===== config.mk =====
export PLATFORM = sky130hd
export DESIGN_NAME = rx_irq_fsync_top
export DESIGN_NICKNAME = d
export VERILOG_FILES = /design/src/rtl/rx_irq_pkg.sv /design/src/rtl/rx_edge_det.sv /design/src/rtl/rx_sync_edge.sv /design/src/rtl/rx_fsync_sel.sv /design/src/rtl/rx_irq_gen.sv /design/src/rtl/rx_irq_fsync_top.sv
export SDC_FILE = /design/constraint.sdc
export NUM_CORES = 1
export LEC_CHECK = 0
export BUFFER_PORTS_ARGS = -buffer_cell sky130_fd_sc_hd__buf_4
export CAP_MARGIN = 30
export CORE_AREA = 2 2 39 41
export DETAILED_ROUTE_END_ITERATION = 16
export DIE_AREA = 0 0 41 43
export GPL_TIMING_DRIVEN = 1
export PLACE_DENSITY_LB_ADDON = 0.15
export SLEW_MARGIN = 20
export SYNTH_ARGS = -nofsm -noshare
export SYNTH_HDL_FRONTEND = slang
export SYNTH_SLANG_ARGS = --single-unit

===== constraint.sdc =====
create_clock -name clk_i -period 2.1 [get_ports clk_i]
set_clock_uncertainty 0.2 [all_clocks]
set_input_delay 0.63 -clock clk_i [delete_from_list [all_inputs] [get_ports clk_i]]
set_output_delay 0.63 -clock clk_i [all_outputs]
set_load 0.02 [all_outputs]

===== src/rtl/rx_irq_pkg.sv =====
package rx_irq_pkg;
  typedef enum logic [1:0] {
    IRQ_RDY = 2'b00,
    IRQ_MCH = 2'b01,
    IRQ_FS  = 2'b10,
    IRQ_ERR = 2'b11
  } irq_mode_e;
endpackage


===== src/rtl/rx_edge_det.sv =====
module rx_edge_det (
  input  logic clk_i,
  input  logic rst_ni,
  input  logic d_i,
  output logic rise_o
);
  logic prev_q;
  always_ff @(posedge clk_i or negedge rst_ni) begin
    if (!rst_ni) prev_q <= 1'b0;
    else         prev_q <= d_i;
  end
  assign rise_o = d_i & ~prev_q;
endmodule


===== src/rtl/rx_sync_edge.sv =====
module rx_sync_edge #(
  parameter int unsigned STAGES = 2
) (
  input  logic clk_i,
  input  logic rst_ni,
  input  logic d_i,
  output logic rise_o
);
  logic [STAGES-1:0] sync_q;

  generate
    if (STAGES == 1) begin : g_one
      always_ff @(posedge clk_i or negedge rst_ni) begin
        if (!rst_ni) sync_q <= '0;
        else         sync_q <= d_i;
      end
    end else begin : g_chain
      always_ff @(posedge clk_i or negedge rst_ni) begin
        if (!rst_ni) sync_q <= '0;
        else         sync_q <= {sync_q[STAGES-2:0], d_i};
      end
    end
  endgenerate

  rx_edge_det u_edge (
    .clk_i  (clk_i),
    .rst_ni (rst_ni),
    .d_i    (sync_q[STAGES-1]),
    .rise_o (rise_o)
  );
endmodule


===== src/rtl/rx_fsync_sel.sv =====
module rx_fsync_sel (
  input  logic fs_int_sel_i,
  input  logic srg_sync_ext_i,
  input  logic loopback_i,
  input  logic clk_stop_i,
  input  logic fs_pol_i,
  input  logic fs_pin_i,
  input  logic srg_fs_i,
  input  logic tx_fs_i,
  input  logic tx_clk_i,
  input  logic rx_clk_ext_i,
  output logic fs_int_o,
  output logic fs_pin_o,
  output logic fs_pin_oe_o,
  output logic rx_clk_o
);
  logic tie_tx;
  assign tie_tx = loopback_i | clk_stop_i;

  always_comb begin
    if (tie_tx)            fs_int_o = tx_fs_i;
    else if (fs_int_sel_i) fs_int_o = srg_fs_i;
    else                   fs_int_o = fs_pin_i ^ fs_pol_i;
  end

  assign fs_pin_o    = fs_int_o ^ fs_pol_i;
  assign fs_pin_oe_o = fs_int_sel_i & ~srg_sync_ext_i;
  assign rx_clk_o    = clk_stop_i ? tx_clk_i : rx_clk_ext_i;
endmodule


===== src/rtl/rx_irq_gen.sv =====
module rx_irq_gen
  import rx_irq_pkg::*;
(
  input  logic       clk_i,
  input  logic       rst_ni,
  input  logic [1:0] mode_i,
  input  logic       rx_rst_i,
  input  logic       rx_ready_i,
  input  logic       sync_err_i,
  input  logic       mcsel_en_i,
  input  logic       blk_end_i,
  input  logic       frame_end_i,
  input  logic       fs_rise_i,
  output logic       irq_o
);
  irq_mode_e mode;
  logic rdy_rise, err_rise, ev, irq_q;

  assign mode = irq_mode_e'(mode_i);

  // history tracked in every mode so a mode switch cannot fake an edge
  rx_edge_det u_rdy (.clk_i(clk_i), .rst_ni(rst_ni), .d_i(rx_ready_i), .rise_o(rdy_rise));
  rx_edge_det u_err (.clk_i(clk_i), .rst_ni(rst_ni), .d_i(sync_err_i), .rise_o(err_rise));

  always_comb begin
    unique case (mode)
      IRQ_RDY: ev = ~rx_rst_i & rdy_rise;
      IRQ_MCH: ev = ~rx_rst_i & mcsel_en_i & (blk_end_i | frame_end_i);
      IRQ_FS:  ev = fs_rise_i;
      IRQ_ERR: ev = ~rx_rst_i & err_rise;
      default: ev = 1'b0;
    endcase
  end

  always_ff @(posedge clk_i or negedge rst_ni) begin
    if (!rst_ni) irq_q <= 1'b0;
    else         irq_q <= ev;
  end
  assign irq_o = irq_q;


  rdy_irq_chk: assert property (@(posedge clk_i) disable iff (!rst_ni)
    (mode_i == IRQ_RDY && !rx_rst_i && rdy_rise) |=> irq_o);

  mch_off_chk: assert property (@(posedge clk_i) disable iff (!rst_ni)
    (mode_i == IRQ_MCH && !mcsel_en_i) |=> !irq_o);

  fs_irq_chk: assert property (@(posedge clk_i) disable iff (!rst_ni)
    (mode_i == IRQ_FS && fs_rise_i) |=> irq_o);

  rx_rst_mask_chk: assert property (@(posedge clk_i) disable iff (!rst_ni)
    (rx_rst_i && mode_i != IRQ_FS) |=> !irq_o);
endmodule


===== src/rtl/rx_irq_fsync_top.sv =====
module rx_irq_fsync_top #(
  parameter int unsigned SYNC_STAGES = 2
) (
  input  logic       clk_i,
  input  logic       rst_ni,
  input  logic [1:0] irq_mode_i,
  input  logic       fs_int_sel_i,
  input  logic       srg_sync_ext_i,
  input  logic       loopback_i,
  input  logic       clk_stop_i,
  input  logic       fs_pol_i,
  input  logic       fs_pin_i,
  input  logic       srg_fs_i,
  input  logic       tx_fs_i,
  input  logic       tx_clk_i,
  input  logic       rx_clk_ext_i,
  input  logic       rx_rst_i,
  input  logic       rx_ready_i,
  input  logic       sync_err_i,
  input  logic       mcsel_en_i,
  input  logic       blk_end_i,
  input  logic       frame_end_i,
  output logic       irq_o,
  output logic       fs_int_o,
  output logic       fs_pin_o,
  output logic       fs_pin_oe_o,
  output logic       rx_clk_o
);
  logic fs_int, fs_rise;

  rx_fsync_sel u_sel (
    .fs_int_sel_i   (fs_int_sel_i),
    .srg_sync_ext_i (srg_sync_ext_i),
    .loopback_i     (loopback_i),
    .clk_stop_i     (clk_stop_i),
    .fs_pol_i       (fs_pol_i),
    .fs_pin_i       (fs_pin_i),
    .srg_fs_i       (srg_fs_i),
    .tx_fs_i        (tx_fs_i),
    .tx_clk_i       (tx_clk_i),
    .rx_clk_ext_i   (rx_clk_ext_i),
    .fs_int_o       (fs_int),
    .fs_pin_o       (fs_pin_o),
    .fs_pin_oe_o    (fs_pin_oe_o),
    .rx_clk_o       (rx_clk_o)
  );
  assign fs_int_o = fs_int;

  // receiver reset deliberately not applied: frame-sync interrupt must run during it
  rx_sync_edge #(.STAGES(SYNC_STAGES)) u_fs_sync (
    .clk_i  (clk_i),
    .rst_ni (rst_ni),
    .d_i    (fs_int),
    .rise_o (fs_rise)
  );

  rx_irq_gen u_irq (
    .clk_i       (clk_i),
    .rst_ni      (rst_ni),
    .mode_i      (irq_mode_i),
    .rx_rst_i    (rx_rst_i),
    .rx_ready_i  (rx_ready_i),
    .sync_err_i  (sync_err_i),
    .mcsel_en_i  (mcsel_en_i),
    .blk_end_i   (blk_end_i),
    .frame_end_i (frame_end_i),
    .fs_rise_i   (fs_rise),
    .irq_o       (irq_o)
  );


  tx_tie_chk: assert property (@(posedge clk_i) disable iff (!rst_ni)
    (loopback_i || clk_stop_i) |-> (fs_int_o == tx_fs_i));

  pin_dir_chk: assert property (@(posedge clk_i) disable iff (!rst_ni)
    (srg_sync_ext_i || !fs_int_sel_i) |-> !fs_pin_oe_o);
endmodule


Word-level counts from Yosys, hierarchy flattened:

Cells that the tools add are included.

* register bits: 6
* bits in latches: 0
* memory bits (writable): 0
* bits in read-only memories: 0
* output and inout bits: 5
* memories: 0

* add/sub/neg operators: 0
* multiply operators: 0
* divide/modulo/power cells: 0
* $lt $le $gt $ge: 0
* equality and inequality tests: 3
* shifts and indexed selects: 0
* multiplexer cells: 4
* bitwise operators: 17
* reduce and logical (&&, ||, !) cells: 1

Operators by type and width (count)
* $and 1x1->1: 8
* $not 1->1: 5
* $eq 2x2->1 const B: 2
* $pmux 1 s4: 1
* $mux 1: 3
* $eq 2x1->1 const B: 1
* $logic_not 2->1: 1
* $or 1x1->1: 2
* $xor 1x1->1: 2

Longest topological paths before layout:

Gate-level depths: netlist of the first run.

* depth after elaboration: 4
* gate-level depth with buffers: 5
* mapped depth without buffers: 5

By module:

Synthesis of the first run repeated with hierarchy kept, for this count alone.

* cell total of the unflattened synthesis: 33
* area total of the unflattened synthesis: 364.1 um2

Modules (own cells, without submodules)
* rx_edge_det: times used 3, cells each 2, area an instance 38.8 um2, seq. area each 25.0 um2
* rx_irq_gen: times used 1, cells each 13, area an instance 112.6 um2, seq. area each 25.0 um2
* rx_fsync_sel: times used 1, cells each 12, area an instance 85.1 um2, seq. area each 0.0 um2
* rx_sync_edge: times used 1, cells each 2, area an instance 50.0 um2, seq. area each 50.0 um2

Worst setup path before layout of the first run:

No wires, ideal clock.

* kind: input -> output
* start point: input clk_stop_i
* end point: output fs_pin_o
* arrival: 1501 ps
* required time: 1270 ps
* path slack: -231 ps
* stages: 3
* buffers on the path: 0
* cell sequence: o21ai_0 -> o31ai_1 -> a211oi_1

* cells in the longest elaborated chain, start to end: 3

Ends and longest elaborated chain
* from (decl): RTL line rx_irq_fsync_top.sv:10 `input logic clk_stop_i,`
* $or 1x1->1: RTL line rx_fsync_sel.sv:18 `assign tie_tx = loopback_i | clk_stop_i;`
* $mux 1: RTL line rx_fsync_sel.sv:21 `if (tie_tx) fs_int_o = tx_fs_i;`
* $xor 1x1->1: RTL line rx_fsync_sel.sv:26 `assign fs_pin_o = fs_int_o ^ fs_pol_i;`
* to (decl): RTL line rx_irq_fsync_top.sv:25 `output logic fs_pin_o,`

Every way passes these cells.

Final worst setup path of the first run:

* start point: input loopback_i
* end point: output fs_pin_o

* cells in the longest elaborated chain, start to end: 3

Ends and longest elaborated chain
* from (decl): RTL line rx_irq_fsync_top.sv:9 `input logic loopback_i,`
* $or 1x1->1: RTL line rx_fsync_sel.sv:18
* $mux 1: RTL line rx_fsync_sel.sv:21
* $xor 1x1->1: RTL line rx_fsync_sel.sv:26

Every way passes these cells.

==> results of run 1 <==
## metrics by stage
step                      hold slack [ps]  total power, mW  util (%)  worst slack [ps]
after floorplan                       131            0.162         -              -110
after detailed placement              136            0.225      43.9              -368
after global routing                  166            0.376      51.7              -352
final                                 149            0.347      51.7              -329
after global placement                137            0.224      43.9              -359
after CTS                             155            0.352      50.9              -347
## cells by family after synthesis
logic type / count (synthesis) / synth area share [%]
XOR/XNOR: 1 / 2.57
flip-flops: 6 / 44.1
buffers and inverters: 2 / 2.21
adder cells (fa/ha/maj): 3 / 11.0
AND/OR/NAND/NOR: 9 / 16.5
multiplexers: 1 / 3.31
AO/OA/AOI/OAI: 10 / 20.2
## path summary, 6_finish.rpt
kind | endpoint | slack [ps] | depth (start not counted)
max | fs_pin_o | -330 | 5
min | u_fs_sync.sync_q[1] | 150 | 0
max reg2reg | u_irq.irq_o | 740 | 3
min reg2reg | u_fs_sync.sync_q[1] | 150 | 0
max in group asynchronous | u_irq.irq_o | 1060 | 2
min in group asynchronous | u_fs_sync.u_edge.prev_q | 530 | 2
## sequential cells by signal, summed over array words and instances (netlist names)
signal,flops
u_irq.u_err.prev_q,1
u_irq.irq_o,1
u_fs_sync.sync_q,2
u_fs_sync.u_edge.prev_q,1
u_irq.u_rdy.prev_q,1
## placed cells by master, fill, tap and decap left out
| cell | count |
|---|---|
| nor4_1 | 1 |
| or3b_2 | 1 |
| a21oi_2 | 1 |
| buf_6 | 9 |
| a211oi_2 | 1 |
| nand2_1 | 2 |
| nor2b_1 | 1 |
| nor3_1 | 2 |
| xnor2_2 | 1 |
| nand3b_1 | 1 |
| a211o_1 | 1 |
| o21ai_2 | 1 |
| o211ai_1 | 1 |
| dlygate4sd3_1 | 1 |
| or4b_4 | 1 |
| a21oi_1 | 1 |
| o31ai_1 | 1 |
| o21bai_1 | 1 |
| o31ai_4 | 1 |
| o21a_1 | 1 |
| clkbuf_4 | 3 |
| dfrtp_1 | 6 |
| ha_1 | 3 |
| buf_4 | 24 |
| mux2_4 | 1 |
| inv_1 | 2 |
## per-layer routing
metal	up-vias	share of wire, %	GRT usage, %
met5	-	0	0
met4	0	1.7	12.0
met3	2	8.1	3.14
met2	19	58	21.3
met1	181	32	10.4
li1	194	-	-
## Yosys cell counts (2+ instances only)
cell	instances	share of area, %
nand2_1	2	2.2
o31ai_1	2	4.4
inv_1	2	2.2
nor3_1	2	2.9
a21oi_1	2	2.9
ha_1	3	11
dfrtp_1	6	44
## where the power goes
part	switching [mW]	internal (mW)
sequential	0.00256	0.124
clock	0.0396	0.0645
combinational	0.0461	0.0698
total	0.0883	0.259
## layout make-up
| type | instances | area (µm²) |
|---|---|---|
| Fill cell | 140 | 668 |
| Timing Repair Buffer | 34 | 292 |
| Multi-Input combinational cell | 24 | 224 |
| Sequential cell | 6 | 150 |
| Clock buffer | 3 | 22.5 |
| Tap cell | 16 | 20.0 |
| Inverter | 2 | 7.51 |
## critical path, delay by kind of cell
family / cells / cell delay, ps
compound gates: 2 / 180
buf+inv: 2 / 260
simple gates: 1 / 520
## what timing repair did
action,4_1_cts,5_1_grt
hold buffers,1,0
resized for setup,11,5
endpoints found under the setup margin,3,3
hold endpoints to repair,6,0
pin swaps,3,4
buffers inserted,3,0
==> results.py, run 1 <==
metrics = {
    "sta": {
        "hold_viol": 0,
        "maxSlewHeadroom_pct": 77.9,
        "setup_slack_ps": -329,
        "slew_violations": 0,
        "timing.fmax_mhz": 412,
        "period_minus_slack_ps": 2430,
        "worst_slew_pin_slew_ps": 329,
        "rsz0062_at_grt": "yes",
        "finalCritPeriodShare_pct": 116,
        "setup_viol": 3,
        "fin_setup_tns_ps": -597,
    },
    "floorplanning": {
        "die-height_um": 43,
        "start_util_pct": 24.6,
        "die_w_um": 41,
        "dieArea_um2": 1760,
        "row_count": 14,
        "ioPinCount": 25,
        "core_region_area_um2": 1380,
    },
    "critical_path": {
        "crit_start": "loopback_i",
        "worstPathMaxFanout": 2,
        "critPathSlowestCell": "or4b_4",
        "required_ps": 1270,
        "rr_startpoint": "u_irq.u_rdy.prev_q",
        "cp.arrival_ps": 1600,
        "path_class": "in2out",
        "endpoint_kind": "primary output",
        "cp_slowest_stage_delay_ps": 520,
        "path_cells": "buf_6, or4b_4, a21oi_2, a211oi_2, buf_4",
        "critPathLaunchType": "input pin",
    },
    "global_route": {
        "grt_pass1_vias": 396,
        "track_usage_pct": 12.5,
        "grt_max_degree": 7,
        "grt_pass1_wl_mm": 1.44,
        "antenna_found_initial": 0,
        "grt_overflow_total": 0,
    },
    "cts": {
        "clk_pin_slew_ps": 40,
        "clock_sinks": 6,
        "cts_tree": "built",
        "cts_buffer_depth": 2,
        "root_buffer": "clkbuf_4",
        "clkLatencyLatePin_ps": 240,
        "h-tree-depth": 1,
        "cts_buffers": 3,
    },
    "detailed_routing": {
        "routed-via-count": 396,
        "drcViolationCount": 0,
        "ant_nets": 0,
        "first_pass_iters": 1,
        "drt_iter0_drc": 0,
        "wl_um": 984,
        "via_per_inst": 4.66,
        "routedWlPerCell_um": 11.6,
    },
    "synthesis": {
        "ys_seq_area_share_pct": 44.1,
        "ys.flop_type": "dfrtp_1",
        "async_reset_ff_share_pct": 100,
        "ys_warn_count": 0,
        "netlist_instances": 32,
        "synth-edff-count": 0,
        "yosys_register_bits": 6,
        "yosysUniqueCellTypes": 20,
        "avgSynthCellArea_um2": 10.6,
        "syn-num-nets": 55,
        "syn-cell-area_um2": 340,
    },
    "placement": {
        "port_buffers": 24,
        "numPlacedInstances": 79,
        "dpl.hpwl_um": 713,
        "placed_area_um2": 607,
        "globalplace.congestion": 0.611,
    },
    "min_path": {
        "min_path_type": "reg2reg",
        "hp-start": "u_fs_sync.sync_q[0]",
    },
    "power": {
        "power_density_nw_per_um2": 485,
        "peakVddDrop_uv": 187,
        "leakage_nw": 0.355,
    },
    "layout": {
        "drive_above_1_share_pct": 63.8,
        "fin_nets": 94,
        "postLayoutCellArea_um2": 716,
        "diodes": 0,
        "layout.cells.non_filler": 85,
        "area_growth_pct": 110,
    },
    "run_status": {
        "status": "finished, violations left",
        "violations": "setup timing",
    },
    "run": {
        "maxCapViolations": 0,
    },
}
No activity file was read; power rests on OpenSTA's default activity.
==> run 2: changes to the inputs <==
PLACE_DENSITY = 0.55   (was not set)
PLACE_DENSITY_LB_ADDON = not set   (was 0.15)
SLEW_MARGIN = 0   (was 20)
clock period = 2.6 ns   (was 2.1 ns; I/O delays follow)
==> results.py, run 2 (synthesis results as in run 1) <==
metrics = {
    "global_route": {
        "track_usage_pct": 12.6,
        "grt_pass1_vias": 393,
        "grt_overflow_total": 0,
        "antenna_found_initial": 0,
        "grt_pass1_wl_mm": 1.45,
        "grt_max_degree": 7,
    },
    "critical_path": {
        "required_ps": 1620,
        "endpoint_kind": "primary output",
        "worstPathMaxFanout": 2,
        "critPathLaunchType": "input pin",
        "cp.arrival_ps": 1770,
        "path_class": "in2out",
    },
    "power": {
        "power_density_nw_per_um2": 388,
        "peakVddDrop_uv": 182,
        "total_power_uw": 279,
        "leakage_nw": 0.358,
    },
    "layout": {
        "top_register": "u_fs_sync.sync_q",
        "layout_commonest_cell": "buf_4",
        "final_cell_mix": "buf_4 (29), dfrtp_1 (6), ha_1 (3), clkbuf_4 (3), buf_8 (3)",
        "drive_above_1_share_pct": 65.7,
        "fillers": 137,
        "regArea_um2": 150,
        "diodes": 0,
        "multi_input_comb_area_um2": 214,
        "fin_nets": 95,
        "largest_reg_flops": 2,
        "area_growth_pct": 111,
    },
    "sta": {
        "worst_slew_pin_slew_ps": 286,
        "finalCritPeriodShare_pct": 106,
        "setup_viol": 2,
        "timing.fmax_mhz": 363,
        "hold_viol": 0,
        "slew_violations": 0,
        "rsz0062_at_grt": "yes",
        "maxSlewHeadroom_pct": 80.8,
        "hold_slack_ps": 131,
        "setup_slack_ps": -153,
        "period_minus_slack_ps": 2750,
    },
    "detailed_routing": {
        "first_pass_iters": 4,
        "routed-via-count": 409,
        "wl_mm": 1.06,
        "ant_nets": 0,
        "drt_iter0_drc": 3,
        "via_per_inst": 4.76,
        "routedWlPerCell_um": 12.3,
        "drcViolationCount": 0,
    },
    "cts": {
        "cts_tree": "built",
        "postCtsHoldBufs": 0,
        "root_buffer": "clkbuf_4",
        "clock_sinks": 6,
        "cts_buffers": 3,
        "h-tree-depth": 1,
        "cts_buffer_depth": 2,
        "clk_pin_slew_ps": 40,
        "clkLatencyLatePin_ps": 240,
    },
    "floorplanning": {
        "dieArea_um2": 1760,
        "die_w_um": 41,
        "start_util_pct": 24.6,
        "ioPinCount": 25,
        "row_count": 14,
        "core_region_area_um2": 1380,
        "die-height_um": 43,
    },
    "run_status": {
        "violations": "setup timing",
        "status": "finished, violations left",
    },
    "min_path": {
        "min_path_type": "in2async",
    },
    "run": {
        "maxCapViolations": 0,
    },
    "placement": {
        "port_buffers": 24,
        "globalplace.congestion": 0.699,
        "dpl.hpwl_um": 729,
    },
}
## run 2: report_power, final
group | internal [mW] | switching, mW | leakage [nW]
registers | 0.100 | 0.00179 | 0.0727
clock network | 0.0521 | 0.0313 | 0.0138
logic | 0.0569 | 0.0368 | 0.272
total | 0.209 | 0.0699 | 0.358
## run 2: area by class of cell
class / count / area share (%)
clock buffer: 3 / 3.13
inverter: 2 / 1.04
multi-input combinational: 24 / 29.7
sequential: 6 / 20.9
tap: 16 / 2.78
timing repair buffer: 35 / 42.4
## run 2: what timing repair did
action | 4_1_cts | 5_1_grt
gates resized for setup | 5 | 8
pin swaps | 3 | 4
setup buffers | 1 | 3
hold endpoints to repair | 0 | 0
setup endpoints to repair | 2 | 2
## run 2: final timing paths
kind | startpoint | endpoint | slack (ps) | cells past startpoint
worst max register to register | u_irq.u_rdy.prev_q | u_irq.irq_o | 1250 | 3
worst max-delay path | loopback_i | fs_pin_o | -150 | 5
worst min register to register | u_fs_sync.sync_q[0] | u_fs_sync.sync_q[1] | 140 | 0
max in group asynchronous | rst_ni | u_irq.u_err.prev_q | 1950 | 1
worst min-delay path | rst_ni | u_fs_sync.u_edge.prev_q | 130 | 1
min in group clk_i | u_fs_sync.sync_q[0] | u_fs_sync.sync_q[1] | 140 | 0
## run 2: routing by layer
| layer | track usage, % | vias to the layer above | wire length [µm] |
|---|---|---|---|
| met5 | 0 | - | 0 |
| met4 | 6.00 | 0 | 12 |
| met3 | 7.33 | 2 | 137 |
| met2 | 22.5 | 27 | 592 |
| met1 | 9.80 | 185 | 316 |
| li1 | - | 195 | - |
## run 2: critical path, cell delays in order
cell      delay (ps)
buf_8            100
or4b_4           530
a21oi_2          150
a211oi_2          50
buf_4            170
## run 2: stage by stage
stage	setup TNS (ps)	utilization, %	std cells	instance area (µm²)	setup WS [ps]
6_report	-171	52.0	86	719	-153
3_5_place_dp	-178	44.5	79	616	-177
4_1_cts	-170	48.0	83	664	-158
3_3_place_gp	-177	44.5	79	616	-168
5_1_grt	-246	52.0	86	719	-177
2_1_floorplan	0	-	32	350	78.0
==> run 3: changes to the inputs <==
REMOVE_ABC_BUFFERS = 1   (was not set)
SETUP_SLACK_MARGIN = 0.4   (was not set)
==> results.py, run 3 (synthesis results as in run 1) <==
metrics = {
    "layout": {
        "top_register": "u_fs_sync.sync_q",
        "fin_nets": 91,
        "diodes": 0,
        "drive_above_1_share_pct": 60.6,
        "layout_commonest_cell": "buf_4",
        "largest_reg_flops": 2,
        "fillers": 154,
        "final_cell_mix": "buf_4 (24), dfrtp_1 (6), buf_6 (5)",
        "area_growth_pct": 100,
    },
    "sta": {
        "setup_slack_ps": -158,
        "hold_slack_ps": 138,
        "slew_violations": 0,
        "finalCritPeriodShare_pct": 106,
        "setup_viol": 1,
        "hold_viol": 0,
        "worst_slew_pin_slew_ps": 274,
        "fin_setup_tns_ps": -158,
        "period_minus_slack_ps": 2760,
        "timing.fmax_mhz": 363,
        "rsz0062_at_grt": "yes",
        "maxSlewHeadroom_pct": 81.6,
    },
    "detailed_routing": {
        "drt_iter0_drc": 0,
        "drcViolationCount": 0,
        "routed-via-count": 374,
        "routedWlPerCell_um": 11.8,
        "wl_um": 971,
        "ant_nets": 0,
        "via_per_inst": 4.56,
        "first_pass_iters": 1,
    },
    "cts": {
        "clkLatencyLatePin_ps": 240,
        "clock_sinks": 6,
        "root_buffer": "clkbuf_4",
        "cts_buffer_depth": 2,
        "clk_pin_slew_ps": 50,
        "cts_buffers": 3,
        "cts_tree": "built",
        "postCtsHoldBufs": 0,
        "h-tree-depth": 1,
    },
    "critical_path": {
        "endpoint_kind": "primary output",
        "path_class": "in2out",
        "critPathLaunchType": "input pin",
        "required_ps": 1620,
        "regToRegSetupSlack_ps": 1250,
        "cp.arrival_ps": 1780,
        "worstPathMaxFanout": 4,
    },
    "run_status": {
        "violations": "setup timing",
        "status": "finished, violations left",
    },
    "global_route": {
        "grt_overflow_total": 0,
        "met1_usage_pct": 13.2,
        "grt_max_degree": 7,
        "grt_pass1_wl_mm": 1.55,
        "grt_pass1_vias": 424,
        "use_met2_pct": 22.8,
        "track_usage_pct": 13.7,
        "antenna_found_initial": 0,
        "met3_usage_pct": 3.66,
        "grt-busiest-layer": "met2",
    },
    "power": {
        "leakage_nw": 0.339,
        "peakVddDrop_uv": 183,
        "power_density_nw_per_um2": 402,
        "total_power_uw": 274,
    },
    "floorplanning": {
        "start_util_pct": 24.6,
        "dieArea_um2": 1760,
        "die-height_um": 43,
        "die_w_um": 41,
        "ioPinCount": 25,
        "row_count": 14,
        "core_region_area_um2": 1380,
    },
    "placement": {
        "dpl.hpwl_um": 728,
        "preCtsSetupSlack_ps": -149,
        "port_buffers": 24,
        "globalplace.congestion": 0.669,
    },
    "min_path": {
        "min_path_type": "in2async",
    },
    "run": {
        "maxCapViolations": 0,
    },
}
## run 3: worst paths after layout
check	end	cells past startpoint	start
max in group asynchronous	u_fs_sync.sync_q[1]	1	rst_ni
min in group clk_i	u_fs_sync.sync_q[1]	0	u_fs_sync.sync_q[0]
worst max register to register	u_irq.irq_o	3	u_irq.u_rdy.prev_q
worst max-delay path	fs_pin_o	5	loopback_i
worst min-delay path	u_irq.irq_o	1	rst_ni
worst min register to register	u_fs_sync.sync_q[1]	0	u_fs_sync.sync_q[0]
## run 3: cell type report
| cell class | count | area, µm² | share of cell area (%) |
|---|---|---|---|
| multi-input combinational | 24 | 215 | 31.6 |
| clock buffer | 3 | 22.5 | 3.30 |
| timing repair buffer | 31 | 267 | 39.1 |
| tap | 16 | 20.0 | 2.94 |
| sequential | 6 | 150 | 22.0 |
| inverter | 2 | 7.51 | 1.10 |
## run 3: routing by layer
metal	vias up	wire, µm	part of all wire (%)
met1	164	317	33
met2	23	539	56
li1	187	-	-
met4	0	0	0
met3	0	115	12
met5	-	0	0
## run 3: through the flow
step / utilization [%] / cell area (µm²) / cells
4_1_cts: 47.6 / 658 / 82
3_3_place_gp: 41.8 / 578 / 77
3_5_place_dp: 41.8 / 578 / 77
2_1_floorplan: - / 340 / 32
5_1_grt: 49.3 / 682 / 82
6_report: 49.3 / 682 / 82
## run 3: worst max-delay path, stage by stage
cell,delay [ps]
buf_6,100
or4b_4,540
a21oi_2,140
a211oi_1,50
buf_4,170
## run 3: what timing repair did
| item | in CTS | in global routing |
|---|---|---|
| pin swaps | 6 | 2 |
| setup buffers | 2 | 0 |
| gates cloned | 0 | 0 |
| gates resized for setup | 10 | 6 |
| endpoints found under the setup margin | 3 | 3 |
## run 3: where the power goes
| part | switching, mW | total (mW) | internal [mW] |
|---|---|---|---|
| Combinational | 0.0360 | 0.0890 | 0.0530 |
| Sequential | 0.00168 | 0.102 | 0.100 |
| Clock | 0.0313 | 0.0833 | 0.0521 |
